**src/rtl/eint_pkg.sv**
```systemverilog
package eint_pkg;

    typedef enum logic [1:0] {
        SENSE_LOW  = 2'b00,
        SENSE_ANY  = 2'b01,
        SENSE_FALL = 2'b10,
        SENSE_RISE = 2'b11
    } sense_e;

    typedef struct packed {
        logic now;
        logic prev;
    } sample_t;

    function automatic logic edge_hit(sense_e mode, sample_t s);
        case (mode)
            SENSE_ANY:  return s.now ^ s.prev;
            SENSE_FALL: return s.prev & ~s.now;
            SENSE_RISE: return ~s.prev & s.now;
            default:    return 1'b0;
        endcase
    endfunction

endpackage

```
**src/rtl/eint_chan.sv**
```systemverilog
module eint_chan
    import eint_pkg::*;
#(
    parameter int SYNC_STAGES = 2
) (
    input  logic   clk,
    input  logic   rst,
    input  logic   pin_in,
    input  sense_e mode,
    input  logic   clr,
    output logic   flag_o,
    output logic   level_o
);

    logic [SYNC_STAGES-1:0] sync_q;
    logic                   prev_q;
    logic                   flag_q;
    sample_t                smp;
    logic                   hit;

    always_ff @(posedge clk) begin
        if (rst) begin
            sync_q <= '1;
            prev_q <= 1'b1;
        end else begin
            sync_q <= {sync_q[SYNC_STAGES-2:0], pin_in};
            prev_q <= sync_q[SYNC_STAGES-1];
        end
    end

    always_comb begin
        smp.now  = sync_q[SYNC_STAGES-1];
        smp.prev = prev_q;
        hit      = edge_hit(mode, smp);
    end

    always_ff @(posedge clk) begin
        if (rst)      flag_q <= 1'b0;
        else if (hit) flag_q <= 1'b1;
        else if (clr) flag_q <= 1'b0;
    end

    assign flag_o  = flag_q;
    assign level_o = (mode == SENSE_LOW) && !smp.now;

    p_level_noflag_r3: assert property (@(posedge clk) disable iff (rst)
        (mode == SENSE_LOW && !flag_q) |=> !flag_q);

    p_flag_sticky_r7: assert property (@(posedge clk) disable iff (rst)
        (flag_q && !clr) |=> flag_q);

    p_flag_clear_r10: assert property (@(posedge clk) disable iff (rst)
        (clr && !hit) |=> !flag_q);

endmodule

```
**src/rtl/eint_regs.sv**
```systemverilog
module eint_regs #(
    parameter int          NPINS      = 4,
    parameter int          AW         = 8,
    parameter int          DW         = 8,
    parameter logic [7:0]  SENSE_ADDR = 8'h6A,
    parameter logic [7:0]  MASK_ADDR  = 8'h3D,
    parameter logic [7:0]  FLAG_ADDR  = 8'h3C,
    localparam int         SW         = 2 * NPINS
) (
    input  logic             clk,
    input  logic             rst,
    input  logic             bus_we,
    input  logic [AW-1:0]    bus_addr,
    input  logic [DW-1:0]    bus_wdata,
    input  logic [NPINS-1:0] flags,
    output logic [SW-1:0]    sense_q,
    output logic [NPINS-1:0] mask_q,
    output logic [NPINS-1:0] w1c,
    output logic [DW-1:0]    bus_rdata
);

    logic hit_sense, hit_mask, hit_flag;

    assign hit_sense = bus_addr == AW'(SENSE_ADDR);
    assign hit_mask  = bus_addr == AW'(MASK_ADDR);
    assign hit_flag  = bus_addr == AW'(FLAG_ADDR);

    always_ff @(posedge clk) begin
        if (rst) begin
            sense_q <= '0;
            mask_q  <= '0;
        end else if (bus_we) begin
            if (hit_sense) sense_q <= bus_wdata[SW-1:0];
            if (hit_mask)  mask_q  <= bus_wdata[NPINS-1:0];
        end
    end

    assign w1c = (bus_we && hit_flag) ? bus_wdata[NPINS-1:0] : '0;

    always_comb begin
        bus_rdata = '0;
        if (hit_sense)     bus_rdata = DW'(sense_q);
        else if (hit_mask) bus_rdata = DW'(mask_q);
        else if (hit_flag) bus_rdata = DW'(flags);
    end

    p_sense_wr_r1: assert property (@(posedge clk) disable iff (rst)
        (bus_we && hit_sense) |=> (sense_q == $past(bus_wdata[SW-1:0])));

endmodule

```
**src/rtl/eint_prio.sv**
```systemverilog
module eint_prio #(
    parameter int NPINS = 4,
    localparam int IDXW = $clog2(NPINS)
) (
    input  logic [NPINS-1:0] req,
    input  logic             gie,
    output logic             irq,
    output logic [IDXW-1:0]  idx
);

    always_comb begin
        idx = '0;
        for (int i = NPINS - 1; i >= 0; i--) begin
            if (req[i]) idx = IDXW'(i);
        end
        irq = gie && (req != '0);
    end

endmodule

```
**src/rtl/eint_ctrl.sv**
```systemverilog
module eint_ctrl
    import eint_pkg::*;
#(
    parameter int NPINS       = 4,
    parameter int AW          = 8,
    parameter int DW          = 8,
    parameter int SYNC_STAGES = 2,
    localparam int IDXW       = $clog2(NPINS),
    localparam int SW         = 2 * NPINS
) (
    input  logic             clk,
    input  logic             rst,
    input  logic [NPINS-1:0] pin_in,
    input  logic             gie,
    input  logic             bus_we,
    input  logic [AW-1:0]    bus_addr,
    input  logic [DW-1:0]    bus_wdata,
    output logic [DW-1:0]    bus_rdata,
    input  logic             irq_ack,
    output logic [NPINS-1:0] req_vec,
    output logic             irq,
    output logic [IDXW-1:0]  irq_idx
);

    logic [SW-1:0]    sense_q;
    logic [NPINS-1:0] mask_q;
    logic [NPINS-1:0] w1c;
    logic [NPINS-1:0] flags;
    logic [NPINS-1:0] level;
    logic [NPINS-1:0] pend;
    logic [NPINS-1:0] below;

    eint_regs #(.NPINS(NPINS), .AW(AW), .DW(DW)) u_regs (
        .clk(clk), .rst(rst), .bus_we(bus_we), .bus_addr(bus_addr),
        .bus_wdata(bus_wdata), .flags(flags), .sense_q(sense_q),
        .mask_q(mask_q), .w1c(w1c), .bus_rdata(bus_rdata)
    );

    for (genvar i = 0; i < NPINS; i++) begin : g_chan
        sense_e mode;
        logic   clr;
        assign mode = sense_e'(sense_q[2*i +: 2]);
        assign clr  = w1c[i] || (irq_ack && irq && irq_idx == IDXW'(i));
        assign pend[i] = (mode == SENSE_LOW) ? level[i] : flags[i];

        eint_chan #(.SYNC_STAGES(SYNC_STAGES)) u_chan (
            .clk(clk), .rst(rst), .pin_in(pin_in[i]), .mode(mode),
            .clr(clr), .flag_o(flags[i]), .level_o(level[i])
        );
    end

    assign req_vec = pend & mask_q;

    eint_prio #(.NPINS(NPINS)) u_prio (
        .req(req_vec), .gie(gie), .irq(irq), .idx(irq_idx)
    );

    assign below = (NPINS'(1) << irq_idx) - NPINS'(1);

    p_irq_gated_r8: assert property (@(posedge clk) disable iff (rst)
        irq |-> (gie && req_vec != '0));

    p_idx_lowest_r9: assert property (@(posedge clk) disable iff (rst)
        irq |-> (req_vec[irq_idx] && (req_vec & below) == '0));

endmodule

```
**config.mk**
```make
export PLATFORM = sky130hd
export DESIGN_NAME = eint_ctrl
export DESIGN_NICKNAME = d
export VERILOG_FILES = /design/src/rtl/eint_pkg.sv /design/src/rtl/eint_chan.sv /design/src/rtl/eint_regs.sv /design/src/rtl/eint_prio.sv /design/src/rtl/eint_ctrl.sv
export SDC_FILE = /design/constraint.sdc
export NUM_CORES = 1
export LEC_CHECK = 0
export ABC_AREA = 1
export BUFFER_PORTS_ARGS = -buffer_cell sky130_fd_sc_hd__buf_4
export CAP_MARGIN = 20
export CORE_MARGIN = 5
export CORE_UTILIZATION = 30
export CTS_CLUSTER_SIZE = 16
export DETAILED_ROUTE_END_ITERATION = 16
export GPL_ROUTABILITY_DRIVEN = 0
export GPL_TIMING_DRIVEN = 0
export PLACE_DENSITY = 0.49
export SYNTH_ARGS = -nofsm -noshare
export SYNTH_HDL_FRONTEND = slang
export SYNTH_SLANG_ARGS = --single-unit
export TNS_END_PERCENT = 50
```
**constraint.sdc**
```tcl
create_clock -name clk -period 2.6 [get_ports clk]
set_input_delay 0.39 -clock clk [delete_from_list [all_inputs] [get_ports clk]]
set_output_delay 0.39 -clock clk [all_outputs]
set_load 0.01 [all_outputs]
```
==> impl_metrics.tcl, run 1 <==
set metrics [dict create \
    p_comb_share_pct 8.7 \
    vias 1370 \
    drv_cap 0 \
    netSwitchingFraction_pct 22.2 \
    postSynthAreaPerCell_um2 7.39 \
    rsz0062_at_grt "no" \
    diodes 0 \
    post_drt_wl_per_cell_um 12.2 \
    grt_pass1_vias 1319 \
    fillCellCount 537 \
    syn_inst 201 \
    power_density_mw_per_mm2 410 \
    irDropWorstVdd_mv 0.322 \
    clk_pin_slew_ps 100 \
    synth_warnings 0 \
    fin_skew_ps 1.86 \
    wirelength_um 3770 \
    clk-insertion-delay-late_ps 270 \
    grt_max_degree 16 \
    grt_pass1_wl_um 6290 \
    ctsHtreeMaxLevel 1 \
    synth.top_cells.by_count "inv_1, nand2_1, dfxtp_1" \
    pwr-share-clk_pct 35.0 \
    synth.top_cell.area_share_pct 37.7 \
    setup_violations 0 \
    seqPwrFrac_pct 56.3 \
    cp.depth 7 \
    ys_seq_area_share_pct 37.7 \
    drc 0 \
    synthMostInstantiatedCell "inv_1" \
    synthMuxAreaShare_pct 0 \
    hold_class "in -> reg" \
    slew_headroom_pct 61.5 \
    firstDrtPassIters 4 \
    worstPathRequired_ps 2210 \
    cp-startpoint "bus_addr[7]" \
    die_x_um 80.4 \
    synthSimpleGateAreaFrac_pct 28.9 \
    numCtsBuffers 3 \
    synth_top_family_by_area "simple AND/OR/NAND/NOR gates" \
    status "finished clean" \
    worstSetupStartpointType "input pin" \
    cp_common_cell "buf_4" \
    ys_ff_latch 28 \
    async_flop_share_pct 0 \
    cts.path.max_buffers 2 \
    multi_input_area_um2 762 \
    max_freq_ghz 0.529 \
    io_pins 40 \
    cts_tree "done" \
    cp-endpoint "bus_rdata[3]" \
    cts_resized 0 \
    critPathCaptureType "output pin" \
    netlist_top_cells_area "dfxtp_1, inv_1, nand2_1" \
    cts_hold_buf 0 \
    synth-adder-area-share_pct 6.74 \
    critical_path_buf_inv_count 3 \
    finalHoldViolCount 0 \
    synth_nets 234 \
    fin_nets 277 \
    crit_fanout 9 \
    rows 25 \
    synth_xor_area_share_pct 0 \
    post_cts_buffers 0 \
    synth_area_mm2 0.00149 \
    p_int_uw 608 \
    worstReg2RegEnd "g_chan[0].u_chan.flag_o" \
    synth_top_area_cell "dfxtp_1" \
    drv_slew 0 \
    cpLargestDelayFamily "simple AND/OR/NAND/NOR gates" \
    synth_edf_count 0 \
    coreArea_mm2 0.00475 \
    critPathKind "in -> out" \
    die_h_um 80.4 \
    drive_gt1_share_pct 26.3 \
    critPathSlowestCell "nor3_1" \
    p_switching_uw 174 \
    finalSetupTns_ps 0 \
    portBuffers 38 \
    holdWs_ps 292 \
    overflow 0 \
    grt_usage_pct 12.5 \
    crit_chain "buf_4 -> nor3_1 -> and3_1 -> buf_4 -> nand2_1 -> o211ai_1 -> buf_4" \
    worstReg2RegStart "u_regs.sense_q[1]" \
    root_buffer "clkbuf_8" \
    worst_slew_pin_slew_ps 578 \
    register_area_um2 561 \
    clkSinkCount 28 \
    dp_hpwl_um 3060 \
    areaGrowthSynthToFinish_pct 28.6 \
    ant_nets 0 \
    start_util_pct 31.2 \
    drt_iter0_markers 56 \
    rr_worst_depth 9 \
    synth-main-ff-cell "dfxtp_1" \
    synth-compound-area-share_pct 15.7 \
    die-area_mm2 0.00646 \
    grt_antenna_before_repair 0 \
    slowest_delay_ps 310 \
    fin_crit_sh_pct 72.7 \
    total_power_uw 782 \
    cp.arrival_ps 1500 \
    synth_cell_type_count 28 \
    reg2reg_slack_ps 1050 \
    final.min_clock_period_ps 1890 \
    avgViaCountPerCell 4.42 \
    leakage_nw 0.912 \
]
[state kept, by name (all words and copies together), names as in the netlist]
| register | flops |
|---|---|
| g_chan.u_chan.sync_q | 8 |
| g_chan.u_chan.prev_q | 4 |
| g_chan.u_chan.flag_o | 4 |
| u_regs.sense_q | 8 |
| u_regs.mask_q | 4 |
[layout by cell type (no fill, tap or decap), types with 3 or more instances in the layout]
cell	netlist	final
inv_1	32	32
nand2_1	31	31
ha_1	8	8
o21ai_0	13	13
or2_2	8	8
dfxtp_1	28	28
clkbuf_8	0	4
a21oi_1	16	16
nor2_1	20	20
nand3_1	15	15
nor3_1	3	3
o32a_1	4	4
buf_4	2	40
o211ai_1	3	3
[area by class of cell]
class                           count  area share (%)
Buffer                              5            1.77
Clock buffer                        4            2.88
Inverter                           34            6.75
Multi-Input combinational cell    134            39.9
Sequential cell                    28            29.4
Tap cell                           67            4.39
Timing Repair Buffer               38            14.9
[worst min path at each step]
| stage | startpoint | end | slack [ps] | depth (start not counted) |
|---|---|---|---|---|
| after global routing | pin_in[2] | g_chan[2].u_chan.sync_q[0] | 280 | 2 |
| after CTS | pin_in[2] | g_chan[2].u_chan.sync_q[0] | 290 | 2 |
| after global placement | g_chan[3].u_chan.sync_q[0] | g_chan[3].u_chan.sync_q[1] | 390 | 1 |
| after floorplan | g_chan[0].u_chan.sync_q[0] | g_chan[0].u_chan.sync_q[1] | 390 | 1 |
| final | pin_in[3] | g_chan[3].u_chan.sync_q[0] | 290 | 2 |
| after detailed placement | g_chan[3].u_chan.sync_q[0] | g_chan[3].u_chan.sync_q[1] | 400 | 1 |
[metrics by stage]
| stage | setup slack, ps | cells | instance area [µm²] | utilization, % |
|---|---|---|---|---|
| after floorplan | 1080 | 201 | 1490 | - |
| after global placement | 675 | 306 | 1850 | 39.0 |
| after detailed placement | 680 | 306 | 1850 | 39.0 |
| after CTS | 679 | 310 | 1910 | 40.2 |
| after global routing | 514 | 310 | 1910 | 40.2 |
| final | 709 | 310 | 1910 | 40.2 |
[power groups by stage]
stage | clock, mW | sequential [mW] | combinational (mW)
detailed placement | 0 | 0.451 | 0.0695
floorplan | 0 | 0.449 | 0.0292
global placement | 0 | 0.451 | 0.0694
global route | 0.300 | 0.442 | 0.0766
finish | 0.274 | 0.441 | 0.0682
CTS | 0.279 | 0.441 | 0.0697
[logic make-up after synthesis]
kind of cell	Yosys count
simple gates	87
compound gates	39
buf+inv	39
flops	28
fa+ha+maj	8
[metal layers]
layer | part of all wire, % | routed length, µm | up-vias | track usage (%)
met5 | 0 | 0 | - | 0
met3 | 4.3 | 161 | 2 | 2.69
met4 | 0.61 | 23 | 0 | 2.03
met1 | 49 | 1840 | 613 | 16.4
li1 | - | - | 732 | -
met2 | 46 | 1750 | 23 | 21.2
Note: power is estimated with default switching activity, not from simulation.
==> run 2: changes to the inputs <==
==> constraint.sdc (replaced) <==
create_clock -name clk -period 1.77 [get_ports clk]
set_input_delay 0.2655 -clock clk [delete_from_list [all_inputs] [get_ports clk]]
set_output_delay 0.2655 -clock clk [all_outputs]
set_load 0.01 [all_outputs]
==> run 2 against run 1 <==
  * Non-clock buffer count is the same
  * Worst setup slack got worse by 570 ps
  * Critical path depth unchanged
  * Via count up 0.36%
  * Utilization rose by 0.76 points
  * Register-to-register slack worse by 720 ps
  * Routed wire length rose by 0.19%
  * Final cell count is the same
  * Sequential power up 47%
  * Flip-flop and latch count did not move
  * Critical path type is now reg -> out
==> impl_metrics.tcl, run 2 (synthesized netlist as in run 1, its figures left out) <==
set metrics [dict create \
    status "finished clean" \
    drive_gt1_share_pct 30.0 \
    critPathKind "reg -> out" \
    place_area_mm2 0.00185 \
    ctsHtreeMaxLevel 1 \
    finish.instance_area_mm2 0.00195 \
    final_core_util_pct 40.9 \
    slowest_delay_ps 350 \
    die-area_mm2 0.00646 \
    crit_chain "inv_1 -> nand3_1 -> nand3_4 -> nand2_4 -> nor2_2 -> nor2_1 -> buf_4" \
    areaGrowthSynthToFinish_pct 31.0 \
    hold_class "in -> reg" \
    layout_commonest_cell "buf_4" \
    layout_common_cells "buf_4, inv_1, nand2_1" \
    drv_cap 0 \
    cpLargestDelayFamily "simple AND/OR/NAND/NOR gates" \
    clk_pin_slew_ps 100 \
    dp_hpwl_um 3060 \
    clk-insertion-delay-late_ps 270 \
    die_x_um 80.4 \
    clkSinkCount 28 \
    ant_nets 0 \
    drv_slew 0 \
    worstSetupStartpointType "register" \
    critical_path_buf_inv_count 2 \
    cts_resized 0 \
    layoutNonFillerInstCount 310 \
    firstDrtPassIters 4 \
    post_drt_wl_per_cell_um 12.2 \
    numCtsBuffers 3 \
    power_density_mw_per_mm2 593 \
    wirelength_um 3780 \
    reg_top3 "g_chan.u_chan.sync_q: 8 flops, u_regs.sense_q: 8 flops" \
    total_power_mw 1.15 \
    critPathSlowestCell "dfxtp_2" \
    cts_hold_buf 0 \
    vias 1375 \
    finalHoldViolCount 0 \
    cp.arrival_ps 1370 \
    grt_pass1_vias 1319 \
    dp.cells 306 \
    worstReg2RegStart "u_regs.sense_q[2]" \
    setup_violations 0 \
    critPathCaptureType "output pin" \
    fin_crit_sh_pct 92.3 \
    max_freq_ghz 0.612 \
    grt_max_degree 16 \
    die_h_um 80.4 \
    post_cts_buffers 0 \
    worst_slew_pin_slew_ps 583 \
    coreArea_mm2 0.00475 \
    rsz0062_at_grt "yes" \
    holdWs_ps 166 \
    fin_nets 277 \
    drt_iter0_markers 59 \
    io_pins 40 \
    leakage_nw 0.918 \
    crit_fanout 5 \
    wl_met3_um 185 \
    fin_skew_ps 1.76 \
    grt_antenna_before_repair 0 \
    met1Wirelength_um 1830 \
    highest_layer "met4" \
    diodes 0 \
    worstHoldStart "pin_in[3]" \
    wl_met2_um 1740 \
    root_buffer "clkbuf_8" \
    overflow 0 \
    irDropWorstVdd_mv 0.476 \
    worstPathRequired_ps 1500 \
    grt_usage_pct 12.5 \
    cts_tree "done" \
    portBuffers 38 \
    drc 0 \
    rows 25 \
    slew_headroom_pct 61.1 \
    cts.path.max_buffers 2 \
    start_util_pct 31.2 \
    avgViaCountPerCell 4.44 \
    cp-startpoint "u_regs.sense_q[0]" \
    final.min_clock_period_ps 1630 \
    grt_pass1_wl_um 6290 \
]
[run 2: area by class of cell]
| type | instances | area [µm²] |
|---|---|---|
| plain buffers | 5 | 33.8 |
| clock buffers | 4 | 55.1 |
| fillers | 534 | 2810 |
| inverters | 34 | 129 |
| multi-input cells | 134 | 793 |
| flip-flops and latches | 28 | 566 |
| well taps | 67 | 83.8 |
| repair buffers | 38 | 285 |
[run 2: worst paths after layout]
path | endpoint | slack [ps] | depth (start not counted)
setup / recovery | irq | 140 | 7
hold / removal | g_chan[3].u_chan.sync_q[0] | 170 | 2
setup reg to reg | g_chan[3].u_chan.flag_o | 330 | 9
hold reg to reg | g_chan[3].u_chan.sync_q[1] | 420 | 1
[run 2: metal layers]
layer / track usage [%] / vias to the layer above
met4: 2.03 / 0
met1: 16.4 / 612
li1: - / 733
met5: 0 / -
met3: 2.69 / 2
met2: 21.2 / 28
[run 2: stage by stage]
stage	TNS (ps)	worst slack (ps)
after floorplan	0	497
after global routing	-18.0	-18.0
after global placement	0	94.5
final	0	136
after CTS	0	26.2
after detailed placement	0	98.8
[run 2: power breakdown]
part | total [mW] | internal, mW | switching [mW] | leakage, nW
clock | 0.403 | 0.199 | 0.204 | 0.0288
combinational | 0.103 | 0.0539 | 0.0492 | 0.659
sequential | 0.647 | 0.641 | 0.00602 | 0.230
total | 1.15 | 0.894 | 0.259 | 0.918
